## src/rtl/feed_pkg.sv

```systemverilog
package feed_pkg;

  localparam int NUM_CH = 2;

  typedef enum logic [2:0] {
    ADDR_CTRL    = 3'd0,
    ADDR_REQTYPE = 3'd1,
    ADDR_DEFAULT = 3'd2,
    ADDR_LEFT    = 3'd3,
    ADDR_RIGHT   = 3'd4
  } feedAddr_t;

  // Strobes from the control side to the datapath
  typedef struct packed {
    logic [NUM_CH-1:0] push;      // accepted-candidate write per channel
    logic              popTick;   // period boundary: take one word per channel
    logic              evalTick;  // evaluate request condition this cycle
    logic              freshLoad; // start from cleared state: load fallback word
    logic              flush;     // empty the queues
  } feedStrobe_t;

endpackage

```

## src/rtl/chan_fifo.sv

```systemverilog
module chan_fifo #(
  parameter int W     = 16,
  parameter int DEPTH = 4
) (
  input  logic         clk,
  input  logic         rstN,
  input  logic         push,
  input  logic         pop,
  input  logic         flush,
  input  logic [W-1:0] din,
  output logic [W-1:0] head,
  output logic         full,
  output logic         empty
);

  localparam int PTR_W = (DEPTH > 1) ? $clog2(DEPTH) : 1;
  localparam int CNT_W = $clog2(DEPTH + 1);

  logic [W-1:0]     mem [DEPTH];
  logic [PTR_W-1:0] rdPtr, wrPtr;
  logic [CNT_W-1:0] count;
  logic             doPush, doPop;

  function automatic logic [PTR_W-1:0] nextPtr(input logic [PTR_W-1:0] p);
    return (p == PTR_W'(DEPTH - 1)) ? '0 : p + 1'b1;
  endfunction

  assign full   = (count == CNT_W'(DEPTH));
  assign empty  = (count == '0);
  assign doPush = push && !full;
  assign doPop  = pop && !empty;
  assign head   = mem[rdPtr];

  always_ff @(posedge clk) begin
    if (doPush && !flush) mem[wrPtr] <= din;
  end

  always_ff @(posedge clk) begin
    if (!rstN || flush) begin
      rdPtr <= '0;
      wrPtr <= '0;
      count <= '0;
    end else begin
      if (doPush) wrPtr <= nextPtr(wrPtr);
      if (doPop)  rdPtr <= nextPtr(rdPtr);
      case ({doPush, doPop})
        2'b10:   count <= count + 1'b1;
        2'b01:   count <= count - 1'b1;
        default: count <= count;
      endcase
    end
  end

endmodule

```

## src/rtl/feed_ctrl.sv

```systemverilog
module feed_ctrl
  import feed_pkg::*;
#(
  parameter int DATA_W    = 16,
  parameter int DIV_W     = 7,
  parameter int OSR       = 256,
  parameter int DIV_RESET = 5
) (
  input  logic              clk,
  input  logic              rstN,
  input  logic              wrEn,
  input  logic [2:0]        wrAddr,
  input  logic [DATA_W-1:0] wrData,
  input  logic              lowPowerReq,
  output feedStrobe_t       strobe,
  output logic [NUM_CH-1:0] reqType,
  output logic [DATA_W-1:0] defaultWord,
  output logic              running,
  output logic              convTick
);

  localparam int EN_BIT   = 0;
  localparam int HOLD_BIT = 1;
  localparam int DIV_LSB  = 8;
  localparam int PER_W    = (OSR > 1) ? $clog2(OSR) : 1;

  logic              enReg, enPrev, holdReg, freshReg, evalReg;
  logic [DIV_W-1:0]  divSel, divCnt;
  logic [PER_W-1:0]  periodCnt;
  logic [NUM_CH-1:0] reqTypeReg;
  logic [DATA_W-1:0] dfltReg;

  logic ctrlWr, typeWr, dfltWr;
  logic divTick, lastSlot, popNow, startNow, flushNow;

  assign ctrlWr   = wrEn && (wrAddr == ADDR_CTRL);
  assign typeWr   = wrEn && (wrAddr == ADDR_REQTYPE);
  assign dfltWr   = wrEn && (wrAddr == ADDR_DEFAULT);

  assign divTick  = enReg && (divCnt >= divSel);
  assign lastSlot = (periodCnt == PER_W'(OSR - 1));
  assign popNow   = divTick && lastSlot;
  assign startNow = enReg && !enPrev && !lowPowerReq;
  assign flushNow = lowPowerReq && !holdReg;

  always_ff @(posedge clk) begin
    if (!rstN) begin
      enReg      <= 1'b0;
      enPrev     <= 1'b0;
      holdReg    <= 1'b0;
      freshReg   <= 1'b1;
      evalReg    <= 1'b0;
      divSel     <= DIV_W'(DIV_RESET);
      divCnt     <= '0;
      periodCnt  <= '0;
      reqTypeReg <= '0;
      dfltReg    <= '0;
    end else begin
      if (ctrlWr) begin
        enReg   <= wrData[EN_BIT];
        holdReg <= wrData[HOLD_BIT];
        divSel  <= wrData[DIV_LSB +: DIV_W];
      end
      if (lowPowerReq) enReg <= 1'b0;   // sleep wins over a same-cycle switch-on
      if (typeWr) reqTypeReg <= wrData[NUM_CH-1:0];
      if (dfltWr) dfltReg    <= wrData;

      enPrev  <= enReg;
      evalReg <= popNow || startNow;

      if (flushNow)      freshReg <= 1'b1;
      else if (startNow) freshReg <= 1'b0;

      if (flushNow) begin
        divCnt    <= '0;
        periodCnt <= '0;
      end else if (enReg) begin
        if (divTick) begin
          divCnt    <= '0;
          periodCnt <= lastSlot ? '0 : periodCnt + 1'b1;
        end else begin
          divCnt <= divCnt + 1'b1;
        end
      end
    end
  end

  generate
    for (genvar ch = 0; ch < NUM_CH; ch++) begin : g_push
      localparam feedAddr_t CH_ADDR = (ch == 0) ? ADDR_LEFT : ADDR_RIGHT;
      assign strobe.push[ch] = wrEn && enReg && (wrAddr == CH_ADDR);
    end
  endgenerate

  assign strobe.popTick   = popNow;
  assign strobe.evalTick  = evalReg;
  assign strobe.freshLoad = startNow && freshReg;
  assign strobe.flush     = flushNow;

  assign reqType     = reqTypeReg;
  assign defaultWord = dfltReg;
  assign running     = enReg;
  assign convTick    = divTick;

endmodule

```

## src/rtl/feed_datapath.sv

```systemverilog
module feed_datapath
  import feed_pkg::*;
#(
  parameter int DATA_W     = 16,
  parameter int FIFO_DEPTH = 4
) (
  input  logic                          clk,
  input  logic                          rstN,
  input  feedStrobe_t                   strobe,
  input  logic [DATA_W-1:0]             wrData,
  input  logic [DATA_W-1:0]             defaultWord,
  input  logic [NUM_CH-1:0]             reqType,
  output logic [NUM_CH-1:0][DATA_W-1:0] sample,
  output logic                          sampleValid,
  output logic [NUM_CH-1:0]             req,
  output logic [NUM_CH-1:0]             full,
  output logic [NUM_CH-1:0]             empty
);

  always_ff @(posedge clk) begin
    if (!rstN) sampleValid <= 1'b0;
    else       sampleValid <= strobe.popTick;
  end

  generate
    for (genvar ch = 0; ch < NUM_CH; ch++) begin : g_chan
      logic [DATA_W-1:0] headWord, curWord;
      logic              isFull, isEmpty;

      chan_fifo #(.W(DATA_W), .DEPTH(FIFO_DEPTH)) u_fifo (
        .clk   (clk),
        .rstN  (rstN),
        .push  (strobe.push[ch]),
        .pop   (strobe.popTick),
        .flush (strobe.flush),
        .din   (wrData),
        .head  (headWord),
        .full  (isFull),
        .empty (isEmpty)
      );

      // Fallback substitution sits at the output register, not in the queue
      always_ff @(posedge clk) begin
        if (!rstN)                  curWord <= '0;
        else if (strobe.popTick)    curWord <= isEmpty ? defaultWord : headWord;
        else if (strobe.freshLoad)  curWord <= defaultWord;
      end

      assign sample[ch] = curWord;
      assign full[ch]   = isFull;
      assign empty[ch]  = isEmpty;
      assign req[ch]    = strobe.evalTick && (reqType[ch] ? isEmpty : !isFull);
    end
  endgenerate

endmodule

```

## src/rtl/stereo_feed_ctrl.sv

```systemverilog
module stereo_feed_ctrl
  import feed_pkg::*;
#(
  parameter int DATA_W     = 16,
  parameter int FIFO_DEPTH = 4,
  parameter int DIV_W      = 7,
  parameter int OSR        = 256,
  parameter int DIV_RESET  = 5
) (
  input  logic              clk,
  input  logic              rstN,
  input  logic              wrEn,
  input  logic [2:0]        wrAddr,
  input  logic [DATA_W-1:0] wrData,
  input  logic              lowPowerReq,
  output logic              running,
  output logic              convTick,
  output logic              sampleValid,
  output logic [DATA_W-1:0] sampleLeft,
  output logic [DATA_W-1:0] sampleRight,
  output logic              reqLeft,
  output logic              reqRight,
  output logic              fullLeft,
  output logic              emptyLeft,
  output logic              fullRight,
  output logic              emptyRight
);

  feedStrobe_t                   strobe;
  logic [NUM_CH-1:0]             reqType;
  logic [DATA_W-1:0]             defaultWord;
  logic [NUM_CH-1:0][DATA_W-1:0] sample;
  logic [NUM_CH-1:0]             req, full, empty;

  feed_ctrl #(
    .DATA_W    (DATA_W),
    .DIV_W     (DIV_W),
    .OSR       (OSR),
    .DIV_RESET (DIV_RESET)
  ) u_ctrl (
    .clk         (clk),
    .rstN        (rstN),
    .wrEn        (wrEn),
    .wrAddr      (wrAddr),
    .wrData      (wrData),
    .lowPowerReq (lowPowerReq),
    .strobe      (strobe),
    .reqType     (reqType),
    .defaultWord (defaultWord),
    .running     (running),
    .convTick    (convTick)
  );

  feed_datapath #(
    .DATA_W     (DATA_W),
    .FIFO_DEPTH (FIFO_DEPTH)
  ) u_data (
    .clk         (clk),
    .rstN        (rstN),
    .strobe      (strobe),
    .wrData      (wrData),
    .defaultWord (defaultWord),
    .reqType     (reqType),
    .sample      (sample),
    .sampleValid (sampleValid),
    .req         (req),
    .full        (full),
    .empty       (empty)
  );

  assign sampleLeft  = sample[0];
  assign sampleRight = sample[1];
  assign reqLeft     = req[0];
  assign reqRight    = req[1];
  assign fullLeft    = full[0];
  assign emptyLeft   = empty[0];
  assign fullRight   = full[1];
  assign emptyRight  = empty[1];

endmodule

```

## config.mk

```make
export PLATFORM = sky130hd
export DESIGN_NAME = stereo_feed_ctrl
export DESIGN_NICKNAME = d
export VERILOG_FILES = /design/src/rtl/feed_pkg.sv /design/src/rtl/chan_fifo.sv /design/src/rtl/feed_ctrl.sv /design/src/rtl/feed_datapath.sv /design/src/rtl/stereo_feed_ctrl.sv
export SDC_FILE = /design/constraint.sdc
export NUM_CORES = 1
export LEC_CHECK = 0
export BUFFER_PORTS_ARGS = -buffer_cell sky130_fd_sc_hd__buf_2
export CAP_MARGIN = 20
export CELL_PAD_IN_SITES_DETAIL_PLACEMENT = 1
export CELL_PAD_IN_SITES_GLOBAL_PLACEMENT = 1
export CORE_MARGIN = 2
export CORE_UTILIZATION = 53
export CTS_CLUSTER_DIAMETER = 80
export DETAILED_ROUTE_END_ITERATION = 6
export PLACE_DENSITY_LB_ADDON = 0.08
export SKIP_CTS_REPAIR_TIMING = 1
export SYNTH_ARGS = -nofsm -noshare
export SYNTH_HDL_FRONTEND = slang
export SYNTH_SLANG_ARGS = --single-unit
```

## constraint.sdc

```tcl
create_clock -name clk -period 9.49 [get_ports clk]
set_clock_uncertainty 0.15 [all_clocks]
set_input_delay 1.898 -clock clk [delete_from_list [all_inputs] [get_ports clk]]
set_output_delay 1.898 -clock clk [all_outputs]
set_load 0.005 [all_outputs]
```

# == Word level (Yosys, flattened, before mapping) ==
# Memories as Yosys holds them, arrays and structs flattened. A register that Yosys moved wholly into a read port is not among the register bits.
# Cells that the tools add are included.
# totals
register_bits,92
mem_bits_rw,128
input_bits,23
output_inout_bits,41
memories,2
# classes
addsub,10
order_cmp,1
n_eq_ne,15
muxes,23
bitwise_logic,1
reduce_logical,40
# memory_table
memory,words,word_bits,read_ports,rd_ports_with_merged_regs,write_ports,line_no,text
u_data.g_chan[0].u_fifo.mem,4,16,1,1,1,chan_fifo.sv:19,logic [W-1:0] mem [DEPTH];
u_data.g_chan[1].u_fifo.mem,4,16,1,1,1,chan_fifo.sv:19,
# op_table
operator,count
16-bit 2-to-1 mux,5
1-bit logical AND,20
2-bit 2-to-1 mux,8
"2-bit equality test, second input constant",6
3-bit case mux with 2 select lines,2
"3-bit equality test, second input constant",3
1-bit zero test,9
3-bit zero test,3
"2-bit by 1-bit adder with 2-bit output, second input constant",4
"8-bit by 1-bit adder with 8-bit output, second input constant",1
"8-bit equality test, second input constant",1
8-bit 2-to-1 mux,1
"7-bit by 1-bit adder with 7-bit output, second input constant",1
7-bit greater-or-equal comparator,1
7-bit 2-to-1 mux,1
"3-bit by 1-bit adder with 3-bit output, second input constant",2
"3-bit by 2-bit equality test with 1-bit output, second input constant",2
1-bit 2-to-1 mux,6
2-bit nonzero test,3
"3-bit by 1-bit subtractor with 3-bit output, second input constant",2
"2-bit by 1-bit equality test with 1-bit output, second input constant",2
2-bit OR reduction,2
"3-bit by 1-bit equality test with 1-bit output, second input constant",1
1-bit logical OR,2
other kinds (2),2

# == Depth between registers and ports, before layout ==
# Gate-level depths: netlist (run 1).
# logic_depth
ltp_word,6
mapped_depth,15
mapped_depth_nobuf,12

# == Modules after synthesis ==
# Synthesis (run 1) repeated with hierarchy kept, for this count alone.
# hier_totals
cells_unflattened,720
hier_area_um2,9426.5
# by_module_without_submodules
mod,instances,cells_each,area_each_um2
chan_fifo (u_data.g_chan[0].u_fifo),1,138,2874.0
chan_fifo (u_data.g_chan[1].u_fifo),1,138,2867.8
feed_ctrl,1,249,2147.1
feed_datapath,1,195,1537.7

# == Least setup slack after synthesis (run 1) ==
# OpenSTA, ideal clock, no wires.
# synth_path
path_type,register -> output
start,register u_ctrl.divSel[5]
end,output port convTick
arrival_time_ns,1.844
required_ns,7.442
slack_ns,5.598
stages_incl_launch_ff,10
path_cell_list,dfxtp_1 -> inv_1 -> ha_1 -> and3_1 -> a21o_1 -> a311oi_1 -> buf_2 -> buf_2 -> buf_2 -> nor2_1
# synth_between
elab_chain_len,2
# synth_lines
item,line_no,text
"start, declared",feed_ctrl.sv:28,"logic [DIV_W-1:0] divSel, divCnt;"
"start signal, assigned",feed_ctrl.sv:53,divSel <= DIV_W'(DIV_RESET);
"start signal, assigned",feed_ctrl.sv:62,divSel <= wrData[DIV_LSB +: DIV_W];
7-bit greater-or-equal comparator,feed_ctrl.sv:40,assign divTick = enReg && (divCnt >= divSel);
1-bit logical AND,feed_ctrl.sv:40,
"end, declared",stereo_feed_ctrl.sv:17,"output logic convTick,"
# Every way passes these cells.

# == Final worst setup path (run 1) ==
# Ends and elaborated chain as after synthesis.

==> reports/qor.csv, run 1 <==
metric,value,unit
Hold Path End,u_ctrl.divSel[3]$_SDFFE_PN0P_,
Worst Hold Launch,u_ctrl.divSel[3]$_SDFFE_PN0P_,
Synth top area share,0.419,
# nets final,807,
final hold violation count,0,
crit path from,u_ctrl.divSel[5]$_SDFFE_PN0P_,
commonest cells in the synthesized netlist,"edfxtp_1 (128), dfxtp_1 (96), nand2_1 (57), a21oi_1 (44), o21ai_0 (42)",
CP max FO,3,
Syn Nets,761,
hold depth,2,
GRT Total Usage,0.268,
# port buffers,63,
TritonCTS buffer count,25,
area delta synth->final,15.0,%
die span in y,136,um
Core Region,17100,sq um
worst-margin pin slew,1110,ps
largest family of logic cells by synthesized area,compound AO/OA/AOI/OAI gates,
sequential share of the synthesized area,0.628,
Worst path top cell family by delay,compound AO/OA/AOI/OAI gates,
H-tree depth,1,
crit path DAT,2140,ps
clock tree buffer depth,3,
CTS sink cnt,224,
Synth area leaders,"edfxtp_1 (42%), dfxtp_1 (21%), mux4_2 (7.9%)",
Starting Density,0.536,
fin crit share,0.442,
Mapped Avg Cell Area,12.8,sq um
R2R Path End,u_data.g_chan[1].u_fifo.count[2]$_SDFFE_PP0P_,
R2R Path Start,u_ctrl.running$_SDFFE_PP0P_,
setup ws final,5300,ps
fill count,1670,
"Cell Area, Synth",9180,sq um
worst path required time,7440,ps
initial antenna violation count,0,
Routed Antenna Nets,0,
run status,"finished, final reports clean",
ys async rst share,0,
dpl ws,5160,ps
Final Util,0.617,
crit path kind,register to output pin,
FMAX,239,MHz
Levels on crit path,7,
vias,6239,
"Slew Viols, Final",0,
Netlist cell types,39,
Placer Congestion,0.777,
setup_tns,0,ps
Pleak,0.00347,uW
RSZ-0062 raised after global routing,no,
initial DRC count,419,
pin count of the biggest net entering global routing,60,
CTS tree,built,
DP HPWL,15600,um
Compound-Gate Fraction of Synth Area,0.116,
drt total wl,24100,um
flop2flop setup slack,5850,ps
worst r2r path cells,9,
setup violators final,0,
PwrDens,196,nW/um^2
most frequent cell after synthesis,edfxtp_1,
peak supply drop,0.000165,V
Critical path buffers and inverters,2,
cell count after synthesis,715,
dominant cell type by area after synthesis,edfxtp_1,
fraction of the mapped netlist area in adder cells,0.0330,
Die ar.,18400,sq um
IO Pins,64,
Pre-antenna DRT Iters,4,
mux contribution to synthesized area,0.0840,
XOR/XNOR Fraction of Synth Area,0.00954,
relative slew slack,0.263,
yosys warns,0,
Period minus WS final,4190,ps
#FFs+latches synth,224,
grt total ovfl,0,
vias per cell,6.21,
row count,48,
"Largest stage delay, worst path",330,ps
first-pass GRT wire length,37400,um
die width,136,um
clock slew at reported path FFs,50,ps
Synth Flop Type,edfxtp_1,
CP max-delay cell,dfxtp_1,
number of global-route vias before repair,6573,
Ant. Diodes,0,
Worst-Skew Late Latency,520,ps
cells along the critical path,inv_1 > ha_1 > and3_1 > a21o_1 > a311oi_4 > nor2_1 > buf_2,
Synth Area in Simple Gates,0.0961,
Max Cap Viol,0,
CP Launch Type,register,
critical path endpoint category,output pin,
class of the worst hold path,register to register,
Root Buffer,clkbuf_16,
Post-synth EDFFs,128,
share of layout cells above drive strength 1,0.192,
Wirelength per Cell,24.0,um
DRC,0,
## per-layer routing
metal	up-vias	track usage	routed length, um
li1	2811	-	-
met1	3200	0.360	10300
met2	187	0.460	12200
met3	41	0.0378	1060
met4	0	0.0712	535
met5	-	0	0
## cell type report
type | instances | area, sq um | share of cell area
flip-flops and latches | 224 | 5770 | 0.546
multi-input cells | 415 | 3140 | 0.297
clock buffers | 35 | 693 | 0.0657
repair buffers | 72 | 434 | 0.0411
well taps | 225 | 282 | 0.0267
clock inverters | 11 | 156 | 0.0148
inverters | 23 | 86.3 | 0.00818
## where the power goes
part	switching, uW	internal (uW)
clock network	380	617
registers	2.40	1030
logic	31.5	9.69
## per-stage QoR
| step | hold WS, ps | instances | power, uW | area (sq um) |
|---|---|---|---|---|
| 2_1_floorplan | 286 | 715 | 1070 | 9180 |
| 3_5_place_dp | 301 | 956 | 1090 | 9650 |
| 4_1_cts | 308 | 1002 | 2080 | 10500 |
| 3_3_place_gp | 299 | 955 | 1090 | 9630 |
| 5_1_grt | 344 | 1005 | 2120 | 10600 |
| 6_report | 308 | 1005 | 2070 | 10600 |
## worst max-delay path by stage
stage                                                   to
6_report                                          convTick
5_1_grt                                           convTick
4_1_cts                                           convTick
3_5_place_dp   u_data.g_chan[0].u_fifo.mem[1][6]$_DFFE_PP_
3_3_place_gp      u_data.g_chan[0].curWord[6]$_SDFFE_PN0P_
2_1_floorplan                                     convTick
## cell families after synthesis
group                    after synthesis
flip-flops                           224
AND/OR/NAND/NOR                      180
AO/OA/AOI/OAI                        165
buffers and inverters                 76
multiplexers                          37
adder cells (fa/ha/maj)               23
XOR/XNOR                              10
## state kept, by name, summed over array words and instances (netlist names), 2 cells and up, named ones only
name	count
u_ctrl.divSel	7
u_data.g_chan.u_fifo.count	6
u_ctrl.defaultWord	16
u_data.g_chan.u_fifo.wrPtr	4
u_ctrl.divCnt	7
u_ctrl.periodCnt	8
u_ctrl.reqType	2
u_data.g_chan.curWord	32
u_data.g_chan.u_fifo.rdPtr	4
u_data.g_chan.u_fifo.mem	128
## tightest hold or removal path: stages, from the launching register on
cell	delay [ps]
dfxtp_1	310
nand2_1	50
a21oi_1	50
## cells in the final DEF (no fill, tap or decap), types with 2 or more instances in the layout
master,n
edfxtp_1,128
dfxtp_1,96
buf_2,63
nand2_1,57
a21oi_1,44
o21ai_0,42
nand3_1,40
mux4_2,32
a211oi_1,32
a311oi_1,32
nor2_1,30
clkbuf_16,25
inv_1,22
ha_1,21
and2_1,10
or4_1,8
or3_1,7
xor2_1,7
clkbuf_1,7
o31ai_1,6
and3_1,5
mux2i_1,5
buf_4,5
nor2b_1,4
a21o_1,4
nor3_1,4
nand4_1,4
bufinv_16,4
clkinv_2,4
xnor2_1,3
clkbuf_8,3
and4_1,2
nor3_2,2
nand2b_1,2
fa_1,2
clkinv_1,2
buf_16,2
(Power assumes the default switching activity.)
==> inputs of run 2 (changes only) <==
--- a/config.mk
+++ b/config.mk
@@ -10,7 +10,7 @@
 export CELL_PAD_IN_SITES_DETAIL_PLACEMENT = 1
 export CELL_PAD_IN_SITES_GLOBAL_PLACEMENT = 1
 export CORE_MARGIN = 2
-export CORE_UTILIZATION = 53
+export CORE_UTILIZATION = 49
 export CTS_CLUSTER_DIAMETER = 80
 export DETAILED_ROUTE_END_ITERATION = 6
 export PLACE_DENSITY_LB_ADDON = 0.08
==> constraint.sdc (replaced) <==
create_clock -name clk -period 3.9 [get_ports clk]
set_clock_uncertainty 0.15 [all_clocks]
set_input_delay 0.78 -clock clk [delete_from_list [all_inputs] [get_ports clk]]
set_output_delay 0.78 -clock clk [all_outputs]
set_load 0.005 [all_outputs]
==> reports/qor.csv, run 2 (synthesized netlist as in run 1, its figures left out) <==
metric,value,unit,change
run status,"finished, final reports clean",,
share of layout cells above drive strength 1,0.200,,+0.00744
RSZ-0062 raised after global routing,no,,
"Slew Viols, Final",0,,unchanged
Wirelength per Cell,24.0,um,about the same
fill count,1850,,+11%
max reg flops,128,,unchanged
Max Cap Viol,0,,unchanged
IO Pins,64,,unchanged
initial DRC count,497,,+19%
drt total wl,24600,um,+2.0%
flop2flop setup slack,590,ps,-5260 ps
Pre-antenna DRT Iters,5,,+1
grt total ovfl,0,,unchanged
DP Area,9790,sq um,+1.4%
class of the worst hold path,register to register,,
Worst Hold Launch,u_ctrl.divSel[6]$_SDFFE_PN0P_,,
GRT Total Usage,0.254,,-0.0140
clock tree buffer depth,3,,unchanged
CTS sink cnt,224,,unchanged
clock slew at reported path FFs,60,ps,about the same
area of the multi-input gates,3140,sq um,about the same
number of global-route vias before repair,6730,,+2.4%
crit path from,u_ctrl.divSel[5]$_SDFFE_PN0P_,,
worst path required time,2970,ps,-4470 ps
Routed Antenna Nets,0,,unchanged
crit path kind,register to output pin,,
DRC,0,,unchanged
Reg with most FFs,u_data.g_chan.u_fifo.mem,,
R2R Path Start,u_ctrl.divSel[5]$_SDFFE_PN0P_,,
Pleak,0.00348,uW,+0.24%
"commonest non-fill, non-tap cell in the layout",edfxtp_1,,
DP HPWL,15900,um,+1.9%
Starting Density,0.496,,-0.0406
CP Launch Type,register,,
Hold Path End,u_ctrl.divSel[6]$_SDFFE_PN0P_,,
Finished Cell Area,10600,sq um,about the same
setup violators final,0,,unchanged
Core Region,18500,sq um,+8.2%
# port buffers,63,,unchanged
first-pass GRT wire length,38400,um,+2.7%
R2R Path End,u_data.g_chan[1].u_fifo.count[2]$_SDFFE_PP0P_,,
Root Buffer,clkbuf_16,,
relative slew slack,0.382,,+0.119
vias per cell,6.14,,-1.1%
initial antenna violation count,0,,unchanged
"Largest stage delay, worst path",760,ps,+430 ps
die width,141,um,+3.9%
TritonCTS buffer count,24,,-4.0%
CP max FO,14,,+11
Seq. cell area,5770,sq um,unchanged
Worst-Skew Late Latency,530,ps,about the same
FMAX,275,MHz,
crit path DAT,2710,ps,+570 ps
Die ar.,19800,sq um,+7.9%
area delta synth->final,15.0,%,about the same
Inst Count DP,981,,+2.6%
hold depth,2,,unchanged
vias,6296,,+0.91%
Ant. Diodes,0,,unchanged
PwrDens,455,nW/um^2,+130%
worst-margin pin slew,927,ps,-179 ps
final hold violation count,0,,unchanged
peak supply drop,0.000289,V,+75%
# nets final,820,,+1.6%
H-tree depth,1,,unchanged
Period minus WS final,3640,ps,
cells along the critical path,inv_1 > ha_1 > and3_1 > a21o_1 > a311oi_4 > nor2_1 > buf_2,,
critical path endpoint category,output pin,,
pin count of the biggest net entering global routing,60,,unchanged
row count,50,,+4.2%
worst r2r path cells,12,,+3
CTS tree,built,,
fin crit share,0.932,,
Final Non-Filler Cells,1025,,+2.0%
die span in y,141,um,+3.9%
Placer Congestion,0.783,,+0.81%
most frequent cells in the layout,"edfxtp_1 (128), dfxtp_1 (96), buf_2 (63)",,
setup_tns,0,ps,unchanged
CP max-delay cell,a311oi_4,,
[run 2: worst max-delay path by stage]
stage	to	slack [ps]
after detailed placement	u_data.g_chan[1].u_fifo.count[2]$_SDFFE_PP0P_	600
after CTS	convTick	240
final	convTick	260
after floorplan	u_data.g_chan[0].u_fifo.count[2]$_SDFFE_PP0P_	930
after global routing	convTick	130
after global placement	u_data.g_chan[1].u_fifo.count[2]$_SDFFE_PP0P_	810
[run 2: final cells by class]
type | instances | area share
multi-input cells | 415 | 0.297
repair buffers | 86 | 0.0500
inverters | 23 | 0.00818
clock inverters | 13 | 0.0116
flip-flops and latches | 224 | 0.546
clock buffers | 30 | 0.0590
well taps | 234 | 0.0277
[run 2: stage by stage]
stage | hold WS (ps) | power, uW | util | setup slack (ps)
finish | 306 | 4800 | 0.570 | 265
global route | 331 | 4930 | 0.570 | 134
CTS | 309 | 4830 | 0.569 | 245
detailed placement | 301 | 2660 | 0.529 | 599
global placement | 292 | 2650 | 0.527 | 806
floorplan | 286 | 2600 | - | 929
[run 2: power by group]
part	total (uW)	leakage, uW	internal [uW]	switching (uW)
Clock	2190	0.000362	1260	927
Combinational	105	0.00119	26.7	78.3
Sequential	2510	0.00192	2500	5.59
Total	4800	0.00348	3790	1010
[run 2: critical path, delay by kind of cell, from the launching register on]
family | cells | cell delay, ps
compound gates | 2 | 1000
fa+ha+maj | 1 | 280
buf+inv | 2 | 220
flops | 1 | 350
simple gates | 2 | 330
[run 2: routing by layer]
metal,wire length (um),track usage,vias up,part of all wire
met1,10500,0.342,3230,0.43
met2,11800,0.424,184,0.48
met3,1400,0.0394,51,0.057
li1,-,-,2831,-
met5,0,0,-,0
met4,792,0.0895,0,0.032
==> inputs of run 3 (changes only) <==
--- a/config.mk
+++ b/config.mk
@@ -5,7 +5,7 @@
 export SDC_FILE = /design/constraint.sdc
 export NUM_CORES = 1
 export LEC_CHECK = 0
-export BUFFER_PORTS_ARGS = -buffer_cell sky130_fd_sc_hd__buf_2
+export BUFFER_PORTS_ARGS = -buffer_cell sky130_fd_sc_hd__clkbuf_2
 export CAP_MARGIN = 20
 export CELL_PAD_IN_SITES_DETAIL_PLACEMENT = 1
 export CELL_PAD_IN_SITES_GLOBAL_PLACEMENT = 1
==> reports/qor.csv, run 3 (synthesized netlist as in run 1, its figures left out) <==
metric,value,unit,change
Pleak,0.00352,uW,+1.3%
fin crit share,0.885,,-0.0474
crit path kind,register to output pin,,
relative slew slack,0.411,,+0.0292
most frequent cells in the layout,"edfxtp_1 (128), dfxtp_1 (96), clkbuf_2 (63)",,
area delta synth->final,16.9,%,
clock tree buffer depth,3,,unchanged
Final Non-Filler Cells,1028,,+0.29%
die width,141,um,unchanged
FMAX,290,MHz,+5.4%
DRC,0,,unchanged
DP HPWL,16300,um,+2.8%
DP Area,9770,sq um,-0.23%
Core Region,18500,sq um,unchanged
Routed Antenna Nets,0,,unchanged
initial antenna violation count,0,,unchanged
"commonest non-fill, non-tap cell in the layout",edfxtp_1,,
GRT Total Usage,0.258,,+0.00434
CTS sink cnt,224,,unchanged
Finished Cell Area,10700,sq um,+1.6%
vias per cell,6.09,,-0.89%
"Slew Viols, Final",0,,unchanged
CTS tree,built,,
die span in y,141,um,unchanged
worst-margin pin slew,883,ps,-43.8 ps
peak supply drop,0.000478,V,+65%
Die ar.,19800,sq um,unchanged
row count,50,,unchanged
pin count of the biggest net entering global routing,60,,unchanged
critical path endpoint category,output pin,,
Reg with most FFs,u_data.g_chan.u_fifo.mem,,
class of the worst hold path,register to register,,
PwrDens,485,nW/um^2,+6.5%
IO Pins,64,,unchanged
H-tree depth,1,,unchanged
Root Buffer,clkbuf_16,,
Worst-Skew Late Latency,520,ps,about the same
max reg flops,128,,unchanged
# nets final,820,,unchanged
Placer Congestion,0.772,,-1.4%
Wirelength per Cell,24.4,um,+1.8%
grt total ovfl,0,,unchanged
drt total wl,25100,um,+2.1%
TritonCTS buffer count,25,,+4.2%
setup_tns,0,ps,unchanged
worst path required time,2970,ps,about the same
final hold violation count,0,,unchanged
initial DRC count,416,,-16%
number of global-route vias before repair,6725,,-0.074%
# port buffers,63,,unchanged
crit path DAT,2520,ps,-190 ps
CP Launch Type,register,,
Starting Density,0.496,,unchanged
fill count,1841,,-0.49%
setup violators final,0,,unchanged
RSZ-0062 raised after global routing,no,,
Period minus WS final,3450,ps,-185 ps
first-pass GRT wire length,38900,um,+1.2%
share of layout cells above drive strength 1,0.208,,+0.00832
run status,"finished, final reports clean",,
Inst Count DP,979,,-0.20%
clock slew at reported path FFs,60,ps,about the same
Pre-antenna DRT Iters,4,,-1
CP max FO,40,,+26
vias,6258,,-0.60%
Max Cap Viol,0,,unchanged
-- run 3: changes by cell type in the layout (fill, tap and decap cells not counted), moves of 2 or more --
| cell | change |
|---|---|
| buf_16 | +2 |
| buf_2 | -63 |
| buf_8 | -2 |
| bufinv_16 | +5 |
| clkbuf_1 | -3 |
| clkbuf_2 | +63 |
| clkinv_1 | -2 |
| clkinvlp_4 | +2 |
-- run 3: final timing paths --
check,slack (ps),to,startpoint,depth (start not counted)
worst min-delay path,310,u_ctrl.divSel[3]$_SDFFE_PN0P_,u_ctrl.divSel[3]$_SDFFE_PN0P_,2
worst max register to register,960,u_data.g_chan[1].u_fifo.count[2]$_SDFFE_PP0P_,u_ctrl.divSel[5]$_SDFFE_PN0P_,13
worst min register to register,310,u_ctrl.divSel[3]$_SDFFE_PN0P_,u_ctrl.divSel[3]$_SDFFE_PN0P_,2
worst max-delay path,450,convTick,u_ctrl.divSel[5]$_SDFFE_PN0P_,8
-- run 3: final cells by class --
cell class	instances	area (sq um)	share of cell area
Sequential cell	224	5770	0.537
Clock buffer	28	637	0.0594
Multi-Input combinational cell	415	3140	0.293
Clock inverter	18	273	0.0254
Inverter	23	86.3	0.00805
Antenna cell	1	2.50	0.000233
Tap cell	234	293	0.0273
Timing Repair Buffer	85	533	0.0497
-- run 3: worst max-delay path: stages, from the launching register on --
cell      delay [ps]
dfxtp_1          330
inv_1             40
ha_1             280
and3_1           240
a21o_1           230
a311oi_4         280
buf_4            390
nor2_1            70
clkbuf_2         130
-- run 3: report_power, final --
| group | leakage [uW] | internal (uW) | switching (uW) |
|---|---|---|---|
| Combinational | 0.00116 | 26.3 | 80.7 |
| Clock | 0.000436 | 1640 | 945 |
| Sequential | 0.00192 | 2500 | 5.52 |
-- run 3: routing by layer --
layer,wire length [um],GRT usage,vias to the layer above
met3,1390,0.0462,55
met2,12600,0.446,178
li1,-,-,2846
met5,0,0,-
met1,10400,0.335,3179
met4,681,0.0784,0
-- run 3: through the flow --
step / util / hold WS [ps] / worst slack (ps) / power (uW)
floorplan: - / 286 / 929 / 2600
global placement: 0.526 / 296 / 990 / 2660
detailed placement: 0.528 / 303 / 773 / 2660
CTS: 0.577 / 311 / 426 / 5240
global route: 0.579 / 335 / 310 / 5340
finish: 0.579 / 312 / 449 / 5200
